`src/rtl/fgap_pkg.sv`:
```
package fgap_pkg;

    localparam int TIME_W = 11;
    localparam int SYM_W  = 2;

    typedef logic [TIME_W-1:0] tval_t;

    // Default interval lengths in ticks
    localparam tval_t T_START_GAP  = 11'd248;
    localparam tval_t T_WRITE_GAP  = 11'd160;
    localparam tval_t T_READ_GAP   = 11'd120;
    localparam tval_t T_SHORT      = 11'd144;
    localparam tval_t T_REF_EXTRA  = 11'd1088;
    localparam tval_t T_LONG       = 11'd400;
    localparam tval_t T_LZ_LONG    = 11'd320;
    localparam tval_t T_QUAD_STEP  = 11'd128;

    typedef enum logic [1:0] {
        DL_FIXED    = 2'd0,
        DL_LONGREF  = 2'd1,
        DL_LEADZERO = 2'd2,
        DL_QUAD     = 2'd3
    } dl_mode_e;

    typedef enum logic [2:0] {
        ST_IDLE,
        ST_POWER,
        ST_SGAP,
        ST_LREF,
        ST_SYM,
        ST_WGAP,
        ST_STALL,
        ST_RGAP
    } seq_state_e;

    typedef struct packed {
        tval_t start_gap;
        tval_t write_gap;
        tval_t read_gap;
        tval_t ref_on;
        tval_t on_0;
        tval_t on_1;
        tval_t on_2;
        tval_t on_3;
    } timing_t;

    function automatic timing_t mode_timing(dl_mode_e m);
        timing_t t;
        t.start_gap = T_START_GAP;
        t.write_gap = T_WRITE_GAP;
        t.read_gap  = T_READ_GAP;
        t.ref_on    = T_SHORT + T_REF_EXTRA;
        t.on_0      = T_SHORT;
        case (m)
            DL_QUAD: begin
                t.on_1 = T_SHORT + T_QUAD_STEP;
                t.on_2 = T_SHORT + (T_QUAD_STEP << 1);
                t.on_3 = T_SHORT + T_QUAD_STEP + (T_QUAD_STEP << 1);
            end
            DL_LEADZERO: begin
                t.on_1 = T_LZ_LONG;
                t.on_2 = T_LZ_LONG;
                t.on_3 = T_LZ_LONG;
            end
            default: begin
                t.on_1 = T_LONG;
                t.on_2 = T_LONG;
                t.on_3 = T_LONG;
            end
        endcase
        return t;
    endfunction

    function automatic tval_t symbol_time(timing_t t, dl_mode_e m, logic [SYM_W-1:0] s);
        tval_t v;
        if (m == DL_QUAD) begin
            case (s)
                2'd0:    v = t.on_0;
                2'd1:    v = t.on_1;
                2'd2:    v = t.on_2;
                default: v = t.on_3;
            endcase
        end else begin
            v = s[0] ? t.on_1 : t.on_0;
        end
        return v;
    endfunction

endpackage

```
`src/rtl/fgap_timer.sv`:
```
module fgap_timer #(
    parameter int CW = 13
) (
    input  logic          clk,
    input  logic          rst,
    input  logic          tick_i,
    input  logic          load_i,
    input  logic [CW-1:0] load_val_i,
    output logic          expire_o
);

    logic [CW-1:0] cnt_q;

    always_ff @(posedge clk) begin
        if (rst) begin
            cnt_q <= '0;
        end else if (load_i) begin
            cnt_q <= load_val_i;
        end else if (tick_i && (cnt_q != '0)) begin
            cnt_q <= cnt_q - 1'b1;
        end
    end

    // The last tick of an interval ends it
    assign expire_o = tick_i && (cnt_q == CW'(1));

endmodule

```
`src/rtl/fgap_symbuf.sv`:
```
module fgap_symbuf
    import fgap_pkg::*;
(
    input  logic             clk,
    input  logic             rst,
    input  logic             clear_i,
    input  logic             enable_i,
    input  logic             valid_i,
    input  logic [SYM_W-1:0] sym_i,
    input  logic             last_i,
    input  logic             pop_i,
    output logic             ready_o,
    output logic             full_o,
    output logic [SYM_W-1:0] sym_o,
    output logic             last_o
);

    logic             full_q;
    logic             taken_last_q;
    logic [SYM_W-1:0] sym_q;
    logic             last_q;
    logic             accept;

    assign ready_o = enable_i && !full_q && !taken_last_q;
    assign accept  = valid_i && ready_o;

    always_ff @(posedge clk) begin
        if (rst || clear_i) begin
            full_q       <= 1'b0;
            taken_last_q <= 1'b0;
            sym_q        <= '0;
            last_q       <= 1'b0;
        end else if (accept) begin
            full_q       <= 1'b1;
            sym_q        <= sym_i;
            last_q       <= last_i;
            taken_last_q <= last_i;
        end else if (pop_i) begin
            full_q       <= 1'b0;
        end
    end

    assign full_o = full_q;
    assign sym_o  = sym_q;
    assign last_o = last_q;

endmodule

```
`src/rtl/fgap_seq.sv`:
```
module fgap_seq
    import fgap_pkg::*;
#(
    parameter int CW       = 13,
    parameter int POWER_US = 5000
) (
    input  logic             clk,
    input  logic             rst,
    input  logic             start_i,
    input  logic [1:0]       mode_i,
    input  logic             read_gap_i,
    input  logic             expire_i,
    input  logic             buf_full_i,
    input  logic [SYM_W-1:0] buf_sym_i,
    input  logic             buf_last_i,
    output logic             load_o,
    output logic [CW-1:0]    load_val_o,
    output logic             pop_o,
    output logic             clear_o,
    output logic             field_on_o,
    output logic             busy_o,
    output logic             done_o
);

    seq_state_e state_q, state_n;
    dl_mode_e   mode_q;
    timing_t    tim_q;
    logic       rd_q;
    logic       field_q, field_n;
    logic       sent_last_q, sent_last_n;
    logic       done_q, done_n;
    logic       take_sym;
    logic [CW-1:0] sym_len;

    assign sym_len = CW'(symbol_time(tim_q, mode_q, buf_sym_i));

    always_comb begin
        state_n     = state_q;
        field_n     = field_q;
        sent_last_n = sent_last_q;
        done_n      = 1'b0;
        load_o      = 1'b0;
        load_val_o  = '0;
        pop_o       = 1'b0;
        clear_o     = 1'b0;
        take_sym    = 1'b0;

        case (state_q)
            ST_IDLE: begin
                if (start_i) begin
                    state_n     = ST_POWER;
                    load_o      = 1'b1;
                    load_val_o  = CW'(POWER_US);
                    field_n     = 1'b1;
                    sent_last_n = 1'b0;
                    clear_o     = 1'b1;
                end
            end
            ST_POWER: begin
                if (expire_i) begin
                    state_n    = ST_SGAP;
                    load_o     = 1'b1;
                    load_val_o = CW'(tim_q.start_gap);
                    field_n    = 1'b0;
                end
            end
            ST_SGAP: begin
                if (expire_i) begin
                    if (mode_q == DL_LONGREF) begin
                        state_n    = ST_LREF;
                        load_o     = 1'b1;
                        load_val_o = CW'(tim_q.ref_on);
                        field_n    = 1'b1;
                    end else begin
                        take_sym = 1'b1;
                    end
                end
            end
            ST_LREF, ST_SYM: begin
                if (expire_i) begin
                    state_n    = ST_WGAP;
                    load_o     = 1'b1;
                    load_val_o = CW'(tim_q.write_gap);
                    field_n    = 1'b0;
                end
            end
            ST_WGAP: begin
                if (expire_i) begin
                    if (sent_last_q) begin
                        if (rd_q) begin
                            state_n    = ST_RGAP;
                            load_o     = 1'b1;
                            load_val_o = CW'(tim_q.read_gap);
                            field_n    = 1'b1;
                        end else begin
                            state_n = ST_IDLE;
                            done_n  = 1'b1;
                            field_n = 1'b0;
                        end
                    end else begin
                        take_sym = 1'b1;
                    end
                end
            end
            ST_STALL: begin
                take_sym = 1'b1;
            end
            ST_RGAP: begin
                if (expire_i) begin
                    state_n = ST_IDLE;
                    done_n  = 1'b1;
                end
            end
            default: begin
                state_n = ST_IDLE;
                field_n = 1'b0;
            end
        endcase

        if (take_sym) begin
            if (buf_full_i) begin
                state_n     = ST_SYM;
                load_o      = 1'b1;
                load_val_o  = sym_len;
                pop_o       = 1'b1;
                sent_last_n = buf_last_i;
                field_n     = 1'b1;
            end else begin
                state_n = ST_STALL;
            end
        end
    end

    always_ff @(posedge clk) begin
        if (rst) begin
            state_q     <= ST_IDLE;
            field_q     <= 1'b0;
            sent_last_q <= 1'b0;
            done_q      <= 1'b0;
            mode_q      <= DL_FIXED;
            rd_q        <= 1'b0;
            tim_q       <= '0;
        end else begin
            state_q     <= state_n;
            field_q     <= field_n;
            sent_last_q <= sent_last_n;
            done_q      <= done_n;
            if (state_q == ST_IDLE && start_i) begin
                mode_q <= dl_mode_e'(mode_i);
                rd_q   <= read_gap_i;
                tim_q  <= mode_timing(dl_mode_e'(mode_i));
            end
        end
    end

    assign field_on_o = field_q;
    assign busy_o     = (state_q != ST_IDLE);
    assign done_o     = done_q;

endmodule

```
`src/rtl/fgap_modulator.sv`:
```
module fgap_modulator
    import fgap_pkg::*;
#(
    parameter int POWER_US = 5000
) (
    input  logic             clk,
    input  logic             rst,
    input  logic             tick_i,
    input  logic             start_i,
    input  logic [1:0]       mode_i,
    input  logic             read_gap_i,
    input  logic             sym_valid_i,
    input  logic [SYM_W-1:0] sym_i,
    input  logic             sym_last_i,
    output logic             sym_ready_o,
    output logic             field_on_o,
    output logic             busy_o,
    output logic             done_o
);

    localparam int PW_W = $clog2(POWER_US + 1);
    localparam int CW   = (PW_W > TIME_W) ? PW_W : TIME_W;

    logic             tmr_load;
    logic [CW-1:0]    tmr_val;
    logic             tmr_expire;
    logic             buf_full;
    logic [SYM_W-1:0] buf_sym;
    logic             buf_last;
    logic             buf_pop;
    logic             buf_clear;

    fgap_timer #(.CW(CW)) u_timer (
        .clk        (clk),
        .rst        (rst),
        .tick_i     (tick_i),
        .load_i     (tmr_load),
        .load_val_i (tmr_val),
        .expire_o   (tmr_expire)
    );

    fgap_symbuf u_buf (
        .clk      (clk),
        .rst      (rst),
        .clear_i  (buf_clear),
        .enable_i (busy_o),
        .valid_i  (sym_valid_i),
        .sym_i    (sym_i),
        .last_i   (sym_last_i),
        .pop_i    (buf_pop),
        .ready_o  (sym_ready_o),
        .full_o   (buf_full),
        .sym_o    (buf_sym),
        .last_o   (buf_last)
    );

    fgap_seq #(.CW(CW), .POWER_US(POWER_US)) u_seq (
        .clk        (clk),
        .rst        (rst),
        .start_i    (start_i),
        .mode_i     (mode_i),
        .read_gap_i (read_gap_i),
        .expire_i   (tmr_expire),
        .buf_full_i (buf_full),
        .buf_sym_i  (buf_sym),
        .buf_last_i (buf_last),
        .load_o     (tmr_load),
        .load_val_o (tmr_val),
        .pop_o      (buf_pop),
        .clear_o    (buf_clear),
        .field_on_o (field_on_o),
        .busy_o     (busy_o),
        .done_o     (done_o)
    );

endmodule

```
`config.mk`:
```
export PLATFORM = sky130hd
export DESIGN_NAME = fgap_modulator
export DESIGN_NICKNAME = d
export VERILOG_FILES = /design/src/rtl/fgap_pkg.sv /design/src/rtl/fgap_timer.sv /design/src/rtl/fgap_symbuf.sv /design/src/rtl/fgap_seq.sv /design/src/rtl/fgap_modulator.sv
export SDC_FILE = /design/constraint.sdc
export NUM_CORES = 1
export LEC_CHECK = 0
export BUFFER_PORTS_ARGS = -buffer_cell sky130_fd_sc_hd__buf_2
export CAP_MARGIN = 20
export CORE_UTILIZATION = 42
export CTS_BUF_LIST = sky130_fd_sc_hd__clkbuf_8
export CTS_CLUSTER_SIZE = 14
export DETAILED_ROUTE_END_ITERATION = 10
export HOLD_SLACK_MARGIN = 0.12
export PLACE_DENSITY = 0.6
export SLEW_MARGIN = 20
export SYNTH_ARGS = -nofsm -noshare
export SYNTH_HDL_FRONTEND = slang
export SYNTH_SLANG_ARGS = --single-unit
```
`constraint.sdc`:
```
create_clock -name clk -period 2.8 [get_ports clk]
set_clock_uncertainty 0.05 [all_clocks]
set_input_delay 0.28 -clock clk [delete_from_list [all_inputs] [get_ports clk]]
set_output_delay 0.28 -clock clk [all_outputs]
set_load 0.1 [all_outputs]
```
== Word level (Yosys, flattened, before mapping) ==
Cells that the tools add are included.

* $add $sub $neg: 1
* Equal/unequal tests: 22
* Multiplexer cells: 66
* Reduce and logical (&&, ||, !) cells: 19

{| class="wikitable"
|+ Operators by type and width
! cell !! count
|-
| $mux W13 || 8
|-
| $pmux W13 S5 || 1
|-
| $pmux W30 S2 || 1
|-
| $mux W1 || 33
|-
| $mux W11 || 3
|-
| $pmux W11 S3 || 1
|-
| $mux W3 || 10
|-
| $ne A3 B2 Y1 const B || 6
|-
| $pmux W3 S6 || 1
|-
| $mux W8 || 2
|-
| $eq A13 B1 Y1 const B || 1
|-
| $reduce_bool A13 Y1 || 1
|-
| $sub A13 B1 Y13 const B || 1
|-
| $eq A3 B3 Y1 const B || 4
|-
| $reduce_and A9 Y1 || 1
|-
| $eq A2 B2 Y1 const B || 4
|-
| $pmux W1 S4 || 2
|-
| $mux W7 || 1
|-
| $reduce_bool A7 Y1 || 1
|-
| $eq A3 B2 Y1 const B || 2
|-
| $logic_and A1 B1 Y1 || 6
|-
| $ne A3 B1 Y1 const B || 2
|-
| $eq A2 B1 Y1 const B || 2
|-
| $reduce_bool A2 Y1 || 2
|-
| 11 further kinds || 12
|}

* Register bits: 62
* Input bits: 11
* Output and inout port bits: 4
* Logic and storage cells: 124

== Logic depth before layout (Yosys ltp) ==
Gate-level depths: netlist of the first run.

* Depth after elaboration: 7
* Mapped depth: 10
* Gate-level depth less buffers: 8

== Hierarchy ==
From an unflattened synthesis of the first run, not the netlist that was laid out.

* Cell total of the unflattened synthesis: 260
* Area, all modules: 2093.3 um2

{| class="wikitable"
|+ Modules (own cells, without submodules)
! module !! instances !! cells each !! area each (um2) !! seq. area each (um2)
|-
| fgap_seq || 1 || 141 || 1044.8 || 300.3
|-
| fgap_timer || 1 || 102 || 849.6 || 260.2
|-
| fgap_symbuf || 1 || 17 || 198.9 || 80.1
|}

== Least setup slack after synthesis of the first run ==
No wires, ideal clock.

* Path type: reg-to-reg
* Start point: reg u_seq.state_q[1]
* End point: reg u_buf.sym_q[0], in the netlist u_buf.sym_o[0]
* Arrival time: 3.732 ns
* Path slack: -1.106 ns
* Cell stages (with the launch flop): 7
* Period minus slack after synthesis: 3.906 ns
* Cell sequence: dfxtp_1 -> clkbuf_1 -> inv_1 -> a211oi_1 -> nand2_1 -> nand2_1 -> a21oi_1

* Cells in the longest elaborated chain, start to end: 4

{| class="wikitable"
|+ Ends and longest elaborated chain
! element !! RTL line !! source
|-
| from (decl) || fgap_seq.sv:25 || <nowiki>seq_state_e state_q, state_n;</nowiki>
|-
| from (signal assigned) || fgap_seq.sv:144 || <nowiki>state_q <= state_n;</nowiki>
|-
| $reduce_bool A3 Y1 || fgap_seq.sv:157 || <nowiki>assign busy_o = (state_q != ST_IDLE);</nowiki>
|-
| $logic_and A1 B1 Y1 (2 in series) || fgap_symbuf.sv:24 || <nowiki>assign ready_o = enable_i && !full_q && !taken_last_q;</nowiki>
|-
| net sym_ready_o || fgap_modulator.sv:15 || <nowiki>output logic sym_ready_o,</nowiki>
|-
| $logic_and A1 B1 Y1 || fgap_symbuf.sv:25 || <nowiki>assign accept = valid_i && ready_o;</nowiki>
|-
| to (signal assigned) || fgap_symbuf.sv:35 || <nowiki>sym_q <= sym_i;</nowiki>
|-
| to (decl) || fgap_symbuf.sv:20 || <nowiki>logic [SYM_W-1:0] sym_q;</nowiki>
|}

The timed path passes the listed nets, and every way through them passes these cells.
A chain may end at the register's enable or synchronous reset.

== Worst setup path in the final report of the first run ==
* Start point: reg u_timer.cnt_q[0]
* End point: reg u_timer.cnt_q[9]

* Cells in the longest elaborated chain, start to end: 7

{| class="wikitable"
|+ Ends and longest elaborated chain
! element !! RTL line !! source
|-
| from (decl) || fgap_timer.sv:12 || <nowiki>logic [CW-1:0] cnt_q;</nowiki>
|-
| from (signal assigned) || fgap_timer.sv:18 || <nowiki>cnt_q <= load_val_i;</nowiki>
|-
| from (signal assigned) || fgap_timer.sv:20 || <nowiki>cnt_q <= cnt_q - 1'b1;</nowiki>
|-
| $eq A13 B1 Y1 || fgap_timer.sv:25 || <nowiki>assign expire_o = tick_i && (cnt_q == CW'(1));</nowiki>
|-
| $logic_and A1 B1 Y1 || fgap_timer.sv:25 ||
|-
| $mux W13, or another cell as far along || fgap_seq.sv:88 || <nowiki>if (expire_i) begin</nowiki>
|-
| $pmux W13 S5 / $pmux W1 S4 (equally long branches) || fgap_seq.sv:48 || <nowiki>case (state_q)</nowiki>
|-
| $mux W13 / $mux W1 (equally long branches) || fgap_seq.sv:121 || <nowiki>if (buf_full_i) begin</nowiki>
|-
| $mux W13 / $mux W1 (equally long branches) || fgap_seq.sv:120 || <nowiki>if (take_sym) begin</nowiki>
|-
| $mux W13 / $reduce_bool A2 Y1 (equally long branches) || n/a ||
|}

Parallel ways exist; a longest one is shown, timed or not. The select of a mux whose other input is x is not followed.

==> impl_metrics.py, run 1 <==
metrics = {
    "clocking": {
        "cts_max_level": 2,
        "worst_path_clk_slew_ns": 0.08,
        "ctsHoldBuffers": 0,
        "clk_root_buffer_cell": "clkbuf_8",
        "clockBufferDepth": 2,
        "numCtsBuffers": 5,
        "clk_latency_ns": 0.29,
        "cts_tree": "built",
        "post-cts-setup-buffer-count": 0,
        "ctsResizeCount": 0,
        "cts.sink_count": 32,
    },
    "place": {
        "io_buffer_count": 14,
        "hpwl_um": 3890,
        "postPlaceCellArea_mm2": 0.00214,
        "globalplace.congestion": 0.883,
    },
    "final_layout": {
        "syn2layout_area_growth_pct": 11.1,
        "final_cell_area_mm2": 0.00223,
        "final_core_util": 0.499,
        "diodes": 0,
        "filler_cell_count": 451,
        "fin_nets": 289,
        "drive_gt1_frac": 0.141,
    },
    "routing": {
        "detailedRoute.firstPassIterationCount": 8,
        "routed_via_density": 6.10,
        "wl_per_cell_um": 16.4,
        "drc": 1,
        "routed_wl_um": 5390,
        "drt.antenna.violating_nets": 0,
        "vias": 2001,
        "first_iter_violations": 190,
    },
    "sta": {
        "hold_viol": 0,
        "setup_total_negative_slack_ns": 0,
        "max_clock_freq_ghz": 0.404,
        "fin_crit_ns": 2.47,
        "slew-limit-headroom": 0.532,
        "rsz0062_at_grt": "no",
        "worst_slew_pin_tran_ns": 0.696,
        "final.period_utilization": 0.884,
        "timing.final.max_slew_violations": 0,
        "worst_hold_slack_ns": 0.173,
        "report.final.setup_viol": 0,
    },
    "die": {
        "design.die.area_mm2": 0.00507,
        "core_area_mm2": 0.00447,
        "vertical_extent_of_the_die_um": 71.2,
        "floorplan.initialDensity": 0.449,
        "ios": 15,
        "core.rowCount": 24,
        "die_x_um": 71.2,
    },
    "setup_path": {
        "path_max_fanout": 9,
        "crit_path_max_cell_delay_ns": 0.43,
        "timing.critical_path.required_ns": 2.94,
        "criticalPathCategory": "flip-flop to flip-flop",
        "worst-path-buf-inv": 0,
        "critical_path.slowest_cell": "dfxtp_1",
        "worst_path_dominant_cell_family": "compound AO/OA/AOI/OAI gates",
        "startpoint_type": "flip-flop",
        "worst_setup_path_end_kind": "flip-flop",
        "cp_cell_sequence": "ha_1, nor4bb_1, and4_1, o211a_1, a41oi_2, o2bb2ai_1, a221oi_1",
        "timing.critical_path.arrival_ns": 2.62,
    },
    "global_routing": {
        "grt_antenna_before_repair": 0,
        "groute.layer.met2.usage": 0.341,
        "grt.met3_usage": 0.0299,
        "grt.total_usage": 0.226,
        "grt_pass1_vias": 1794,
        "grt.overflow.total": 0,
        "grt.met1_usage": 0.334,
        "globalRoute.busiestLayer": "met2",
        "global_route_wire_length_before_repair_um": 8990,
        "grt_max_degree": 23,
    },
    "synthesis": {
        "synth.lib_cells_used.distinct": 53,
        "ys_seq_area_frac": 0.319,
        "synth-async-reset-ratio": 0,
        "netlist_instances": 260,
        "synth_flop_cell": "dfxtp_1",
        "count_of_synthesis_stage_warnings_from_yosys": 0,
        "postSynthNetCount": 274,
        "postSynthRegisterBits": 32,
        "post_synth_edffs": 0,
        "netlist_area_mm2": 0.00201,
        "synth_area_per_cell_um2": 7.73,
    },
    "power_and_ir_drop": {
        "power.leakage_uw": 0.000903,
        "power.density_cell_area_mw_per_mm2": 1130,
        "worst_ir_drop_vdd_mv": 0.472,
    },
    "flow_run": {
        "maxCapViolations": 0,
    },
    "run_status": {
        "violated_checks": "DRC",
        "outcome": "finished with violations",
    },
    "min_path": {
        "hold_path.class": "input pin to flip-flop",
    },
}
==> routing by layer <==
layer / share of wire / routed length, µm
met1: 0.50 / 2680
met3: 0.053 / 284
met4: 0.012 / 66
met5: 0 / 0
met2: 0.44 / 2360
==> state kept, by name, indices dropped and copies added, names as in the netlist, 2 cells and up <==
register       cells
u_timer.cnt_q     13
u_seq.tim_q        6
u_seq.state_q      3
u_buf.sym_o        2
u_seq.mode_q       2
==> worst register-to-register path: stages, from the launching register on <==
cell	delay, ns
dfxtp_1	0.43
ha_1	0.28
nor4bb_1	0.28
and4_1	0.39
o211a_1	0.37
a41oi_2	0.17
o2bb2ai_1	0.15
a221oi_1	0.27
==> where the power goes <==
part | internal (µW) | switching, µW
Combinational | 524 | 819
Clock | 196 | 180
Sequential | 582 | 215
Total | 1300 | 1210
==> placed cells by master (no fill, tap or decap), types with 4 or more instances in the layout <==
master,synthesis,layout
a21oi_1,25,25
a31oi_1,5,5
and2_1,4,4
and3_1,6,6
and4_1,4,4
buf_2,4,14
buf_4,1,6
clkbuf_8,0,6
dfxtp_1,32,32
inv_1,9,9
mux2i_1,4,4
nand2_1,30,30
nand2b_1,4,4
nand3_1,16,16
nand4_1,4,4
nor2_1,25,25
nor2b_1,4,4
nor3_1,6,6
o21ai_0,14,14
xnor2_1,4,4
==> path summary, 6_finish.rpt <==
path | start | to | slack [ns] | cells after the start
worst min register to register | u_seq.tim_q[29] | u_seq.tim_q[29] | 0.41 | 2
worst max register to register | u_timer.cnt_q[0] | u_timer.cnt_q[9] | 0.33 | 7
worst max-delay path | u_timer.cnt_q[0] | u_timer.cnt_q[9] | 0.33 | 7
worst min-delay path | read_gap_i | u_seq.rd_q | 0.17 | 3
==> cells by family after synthesis <==
group           synth area share
fa+ha+maj                 0.0187
compound gates             0.239
flops                      0.319
mux                       0.0311
xor+xnor                  0.0261
simple gates               0.319
buf+inv                   0.0479
==> cell type report <==
type | count | area (µm²) | area share
clock buffer | 6 | 82.6 | 0.0370
clock inverter | 2 | 10.0 | 0.00448
inverter | 9 | 33.8 | 0.0151
multi-input combinational | 207 | 1290 | 0.576
sequential | 32 | 641 | 0.287
tap | 52 | 65.1 | 0.0291
timing repair buffer | 20 | 115 | 0.0515
==> cells in the mapped netlist (5+ instances only) <==
library cell	n	area (µm²)
a31oi_1	5	31.3
o21ai_0	14	70.1
dfxtp_1	32	641
clkbuf_1	5	18.8
nor2_1	25	93.8
nand2_1	30	113
and3_1	6	37.5
nand3_1	16	80.1
a21oi_1	25	125
nor3_1	6	30.0
inv_1	9	33.8
==> per-stage QoR <==
step	total power, µW	setup slack [ns]	instances
floorplan	1810	0.453	260
global placement	2140	0.465	320
detailed placement	2120	0.362	320
CTS	2500	0.339	328
global route	2700	0.134	328
finish	2520	0.326	328
No activity file was read; power rests on OpenSTA's default activity.
==> inputs of run 2 (changes only) <==
==> constraint.sdc (replaced) <==
create_clock -name clk -period 2.6 [get_ports clk]
set_clock_uncertainty 0.05 [all_clocks]
set_input_delay 0.26 -clock clk [delete_from_list [all_inputs] [get_ports clk]]
set_output_delay 0.26 -clock clk [all_outputs]
set_load 0.1 [all_outputs]
==> run 2 against run 1 <==
The run still ends with DRC left; final cell count grew 0.61%; via count shrank 2.4%; cell area grew 0.67%; count of clock-buffer cells in the layout shrank 1; hold slack lost 0.023 ns; setup slack lost 0.075 ns; core utilization grew 0.34 points; flip-flop and latch count is the same; clock power grew 7.4%; die area is the same; global-route usage grew 0.15 points.
==> impl_metrics.py, run 2 (synthesis gave the netlist of run 1 again) <==
metrics = {
    "sta": {
        "max_clock_freq_ghz": 0.426,
        "rsz0062_at_grt": "no",
        "setup_total_negative_slack_ns": 0,
        "slew-limit-headroom": 0.624,
        "final.period_utilization": 0.904,
        "hold_viol": 0,
        "worst_slew_pin_tran_ns": 0.562,
        "fin_crit_ns": 2.35,
        "report.final.setup_viol": 0,
        "timing.final.max_slew_violations": 0,
    },
    "power_and_ir_drop": {
        "worst_ir_drop_vdd_mv": 0.480,
        "power.density_cell_area_mw_per_mm2": 1210,
        "power.leakage_uw": 0.000904,
    },
    "setup_path": {
        "timing.critical_path.required_ns": 2.29,
        "criticalPathCategory": "flip-flop to output port",
        "startpoint_type": "flip-flop",
        "timing.critical_path.arrival_ns": 2.04,
        "worst_setup_path_end_kind": "output port",
        "cp_cell_sequence": "nor2_1, a211oi_4, buf_2",
        "worst-path-buf-inv": 1,
        "crit_path_max_cell_delay_ns": 0.64,
        "critical_path.slowest_cell": "dfxtp_1",
        "regToRegStartpoint": "u_timer.cnt_q[1]",
        "worst_path_dominant_cell_family": "flip-flops",
        "path_max_fanout": 14,
        "critical_path.startpoint": "u_seq.state_q[2]",
    },
    "final_layout": {
        "regMostFlops": "u_timer.cnt_q",
        "layout_top_registers": "u_timer.cnt_q x13, u_seq.tim_q x6, u_seq.state_q x3",
        "diodes": 0,
        "syn2layout_area_growth_pct": 11.8,
        "mostFrequentLayoutCell": "dfxtp_1",
        "fin_nets": 291,
        "filler_cell_count": 446,
        "drive_gt1_frac": 0.147,
        "final_core_util": 0.503,
        "final_cell_count_no_fill": 330,
        "layout_common_cells": "32 x dfxtp_1, 30 x nand2_1, 25 x nor2_1, 25 x a21oi_1, 16 x nand3_1",
        "flip_flop_count_of_the_largest_register_all_copies_and_words_added": 13,
    },
    "routing": {
        "routed_wl_um": 5200,
        "drc": 1,
        "wl_per_cell_um": 15.8,
        "first_iter_violations": 171,
        "detailedRoute.firstPassIterationCount": 7,
        "routed_via_density": 5.92,
        "drt.antenna.violating_nets": 0,
        "vias": 1953,
    },
    "clocking": {
        "clk_latency_ns": 0.29,
        "clk_root_buffer_cell": "clkbuf_8",
        "numCtsBuffers": 5,
        "worst_path_clk_slew_ns": 0.08,
        "ctsResizeCount": 0,
        "cts.sink_count": 32,
        "cts_max_level": 2,
        "clockBufferDepth": 2,
        "ctsHoldBuffers": 0,
        "post-cts-setup-buffer-count": 0,
        "cts_tree": "built",
    },
    "global_routing": {
        "grt.overflow.total": 0,
        "grt_max_degree": 23,
        "grt_pass1_vias": 1850,
        "global_route_wire_length_before_repair_um": 9070,
        "grt_antenna_before_repair": 0,
        "grt.total_usage": 0.228,
    },
    "die": {
        "vertical_extent_of_the_die_um": 71.2,
        "die_x_um": 71.2,
        "core.rowCount": 24,
        "design.die.area_mm2": 0.00507,
        "ios": 15,
        "core_area_mm2": 0.00447,
        "floorplan.initialDensity": 0.449,
    },
    "run_status": {
        "outcome": "finished with violations",
        "violated_checks": "DRC",
    },
    "place": {
        "io_buffer_count": 14,
        "globalplace.congestion": 0.960,
        "hpwl_um": 3790,
        "post-place-cells": 322,
    },
    "min_path": {
        "hold_path_startpoint": "read_gap_i",
        "hold_path.class": "input pin to flip-flop",
    },
    "flow_run": {
        "maxCapViolations": 0,
    },
}
## run 2: changes by cell type in the layout (fill, tap and decap cells not counted)
cell	previous run	this run
clkinvlp_4	0	2
buf_4	6	8
clkbuf_8	6	5
clkinv_2	2	0
clkinv_4	0	1
## run 2: cell type report
class                   instances  area (µm²)  area share
multi-input cells             207        1290       0.572
clock buffers                   5        68.8      0.0306
inverters                       9        33.8      0.0150
clock inverters                 3        23.8      0.0106
well taps                      52        65.1      0.0289
flip-flops and latches         32         641       0.285
repair buffers                 22         130      0.0579
## run 2: path summary, 6_finish.rpt
| path | end | slack, ns | cells past startpoint |
|---|---|---|---|
| hold / removal | u_seq.rd_q | 0.15 | 3 |
| setup reg to reg | u_timer.cnt_q[7] | 0.26 | 9 |
| setup / recovery | sym_ready_o | 0.25 | 3 |
| hold reg to reg | u_seq.tim_q[9] | 0.42 | 2 |
## run 2: power by group
group / leakage [µW] / switching, µW / total (µW) / internal, µW
sequential: 0.000263 / 220 / 847 / 627
combinational: 0.000601 / 881 / 1460 / 578
clock: 0.0000404 / 215 / 404 / 190
total: 0.000904 / 1320 / 2710 / 1390
## run 2: per-layer routing
metal	GRT usage	wire, µm
met1	0.335	2520
met2	0.342	2310
met5	0	0
met4	0.0600	25
met3	0.0385	349
## run 2: worst register-to-register path: cells and delay by family, from the launching register on
kind / cells / cell delay (ns)
flops: 1 / 0.38
compound gates: 3 / 0.72
buf+inv: 2 / 0.25
simple gates: 3 / 0.67
fa+ha+maj: 1 / 0.23
## run 2: stage by stage
step	cell area, µm²	power (µW)	hold WS [ns]	setup WS [ns]
2_1_floorplan	2020	1950	0.346	0.253
3_3_place_gp	2160	2320	0.406	0.381
3_5_place_dp	2160	2290	0.412	0.313
4_1_cts	2250	2710	0.143	0.236
5_1_grt	2250	2930	0.174	0.0447
6_report	2250	2710	0.149	0.250
==> inputs of run 3 (changes only) <==
--- a/config.mk
+++ b/config.mk
@@ -8,7 +8,7 @@
 export BUFFER_PORTS_ARGS = -buffer_cell sky130_fd_sc_hd__buf_2
 export CAP_MARGIN = 20
 export CORE_UTILIZATION = 42
-export CTS_BUF_LIST = sky130_fd_sc_hd__clkbuf_8
+export CTS_BUF_LIST = sky130_fd_sc_hd__clkbuf_2
 export CTS_CLUSTER_SIZE = 14
 export DETAILED_ROUTE_END_ITERATION = 10
 export HOLD_SLACK_MARGIN = 0.12
==> constraint.sdc (replaced) <==
create_clock -name clk -period 2.6 [get_ports clk]
set_clock_uncertainty 0.05 [all_clocks]
set_input_delay 0.26 -clock clk [delete_from_list [all_inputs] [get_ports clk]]
set_output_delay 0.26 -clock clk [all_outputs]
set_load 0.005 [all_outputs]
==> run 3 against run 2 <==
The run now ends clean; flip-flop and latch count unchanged; maximum frequency decreased by 6.1%; first-iteration DRC count increased by 26%; final cell count increased by 3.0%; routed wire length increased by 2.6%; largest cell class unchanged; core utilization increased by 0.73 points; global-route usage decreased by 0.12 points; count of clock-buffer cells in the layout unchanged; via count increased by 3.5%.
==> impl_metrics.py, run 3 (synthesis gave the netlist of run 1 again) <==
metrics = {
    "routing": {
        "vias": 2021,
        "routed_via_density": 5.94,
        "routed_wl_um": 5340,
        "drt.antenna.violating_nets": 0,
        "wl_per_cell_um": 15.7,
        "detailedRoute.firstPassIterationCount": 4,
        "first_iter_violations": 215,
        "drc": 0,
    },
    "place": {
        "post-place-cells": 322,
        "globalplace.congestion": 0.861,
        "postPlaceCellArea_mm2": 0.00214,
        "hpwl_um": 3800,
        "io_buffer_count": 14,
    },
    "setup_path": {
        "criticalPathCategory": "flip-flop to flip-flop",
        "critical_path.startpoint": "u_seq.state_q[1]",
        "timing.critical_path.required_ns": 2.87,
        "worst_setup_path_end_kind": "flip-flop",
        "path_max_fanout": 15,
        "startpoint_type": "flip-flop",
        "regToRegStartpoint": "u_seq.state_q[1]",
        "critical_path.slowest_cell": "dfxtp_1",
        "cp_cell_sequence": "inv_1, a211oi_1, nand3_1, dlygate4sd3_1, a21oi_1",
        "crit_path_max_cell_delay_ns": 0.69,
        "timing.critical_path.arrival_ns": 2.78,
    },
    "global_routing": {
        "grt.total_usage": 0.226,
        "global_route_wire_length_before_repair_um": 9070,
        "grt_pass1_vias": 1874,
        "grt_antenna_before_repair": 0,
        "grt.overflow.total": 0,
        "grt_max_degree": 24,
    },
    "final_layout": {
        "mostFrequentLayoutCell": "dfxtp_1",
        "final_cell_count_no_fill": 340,
        "final_core_util": 0.510,
        "regMostFlops": "u_timer.cnt_q",
        "flip_flop_count_of_the_largest_register_all_copies_and_words_added": 13,
        "layout_top_registers": "u_timer.cnt_q x13, u_seq.tim_q x6, u_seq.state_q x3",
        "final_cell_area_mm2": 0.00228,
        "fin_nets": 302,
        "filler_cell_count": 467,
        "syn2layout_area_growth_pct": 13.4,
        "layout_common_cells": "32 x dfxtp_1, 30 x nand2_1, 25 x nor2_1, 25 x a21oi_1, 16 x nand3_1",
        "diodes": 0,
        "drive_gt1_frac": 0.135,
    },
    "clocking": {
        "cts_max_level": 2,
        "numCtsBuffers": 5,
        "worst_path_clk_slew_ns": 0.17,
        "clk_root_buffer_cell": "clkbuf_2",
        "clockBufferDepth": 2,
        "cts.sink_count": 32,
        "cts_tree": "built",
        "clk_latency_ns": 0.37,
        "ctsResizeCount": 0,
    },
    "sta": {
        "timing.final.max_slew_violations": 0,
        "setup_total_negative_slack_ns": 0,
        "worst_slew_pin_tran_ns": 0.751,
        "fin_crit_ns": 2.50,
        "rsz0062_at_grt": "no",
        "max_clock_freq_ghz": 0.400,
        "report.final.setup_viol": 0,
        "hold_viol": 0,
        "slew-limit-headroom": 0.492,
        "final.period_utilization": 0.962,
    },
    "flow_run": {
        "maxCapViolations": 0,
    },
    "run_status": {
        "outcome": "finished clean",
    },
    "power_and_ir_drop": {
        "power.leakage_uw": 0.000924,
        "worst_ir_drop_vdd_mv": 0.418,
        "total_power_uw": 2330,
        "power.density_cell_area_mw_per_mm2": 1020,
    },
    "min_path": {
        "hold_path_startpoint": "sym_valid_i",
        "hold_path.class": "input pin to flip-flop",
    },
    "die": {
        "die_x_um": 71.2,
        "core.rowCount": 24,
        "ios": 15,
        "core_area_mm2": 0.00447,
        "vertical_extent_of_the_die_um": 71.2,
        "floorplan.initialDensity": 0.449,
        "design.die.area_mm2": 0.00507,
    },
}
## run 3: layout make-up
class	instances	area, µm²	share of cell area
multi-input cells	207	1270	0.558
repair buffers	33	235	0.103
clock buffers	5	25.0	0.0110
flip-flops and latches	32	641	0.281
clock inverters	2	7.51	0.00329
inverters	9	33.8	0.0148
well taps	52	65.1	0.0285
## run 3: metal layers
layer | global-route usage | share of wire | vias up
li1 | - | - | 1015
met1 | 0.319 | 0.49 | 949
met2 | 0.356 | 0.44 | 50
met3 | 0.0313 | 0.058 | 7
met4 | 0.0756 | 0.011 | 0
met5 | 0 | 0 | -
## run 3: final timing paths
kind	cells after the start	slack, ns	to
worst max-delay path	5	0.1	u_buf.sym_o[0]
worst min-delay path	3	0.15	u_buf.full_o
worst max register to register	5	0.1	u_buf.sym_o[0]
worst min register to register	2	0.42	u_seq.tim_q[29]
## run 3: critical path: cells and delay by family (launching register included)
family / cells / cell delay [ns]
buffers and inverters: 2 / 0.84
flip-flops: 1 / 0.69
AO/OA/AOI/OAI: 2 / 0.69
AND/OR/NAND/NOR: 1 / 0.17
## run 3: repair_timing
item                                    4_1_cts  5_1_grt
endpoints found under the setup margin        0        3
endpoints found under the hold margin         8        0
setup buffers                                 0        2
hold buffers                                  9        0
## run 3: through the flow
stage / hold WS, ns / setup slack [ns]
after floorplan: 0.346 / 0.370
after global placement: 0.399 / 0.212
after detailed placement: 0.401 / 0.235
after CTS: 0.132 / 0.156
after global routing: 0.152 / 0.00376
final: 0.148 / 0.0984
## run 3: report_power, final
part	internal, µW	switching [µW]	leakage, µW	total [µW]
combinational	583	673	0.000638	1260
sequential	626	217	0.000263	843
clock	55.4	175	0.0000239	230
total	1260	1060	0.000924	2330
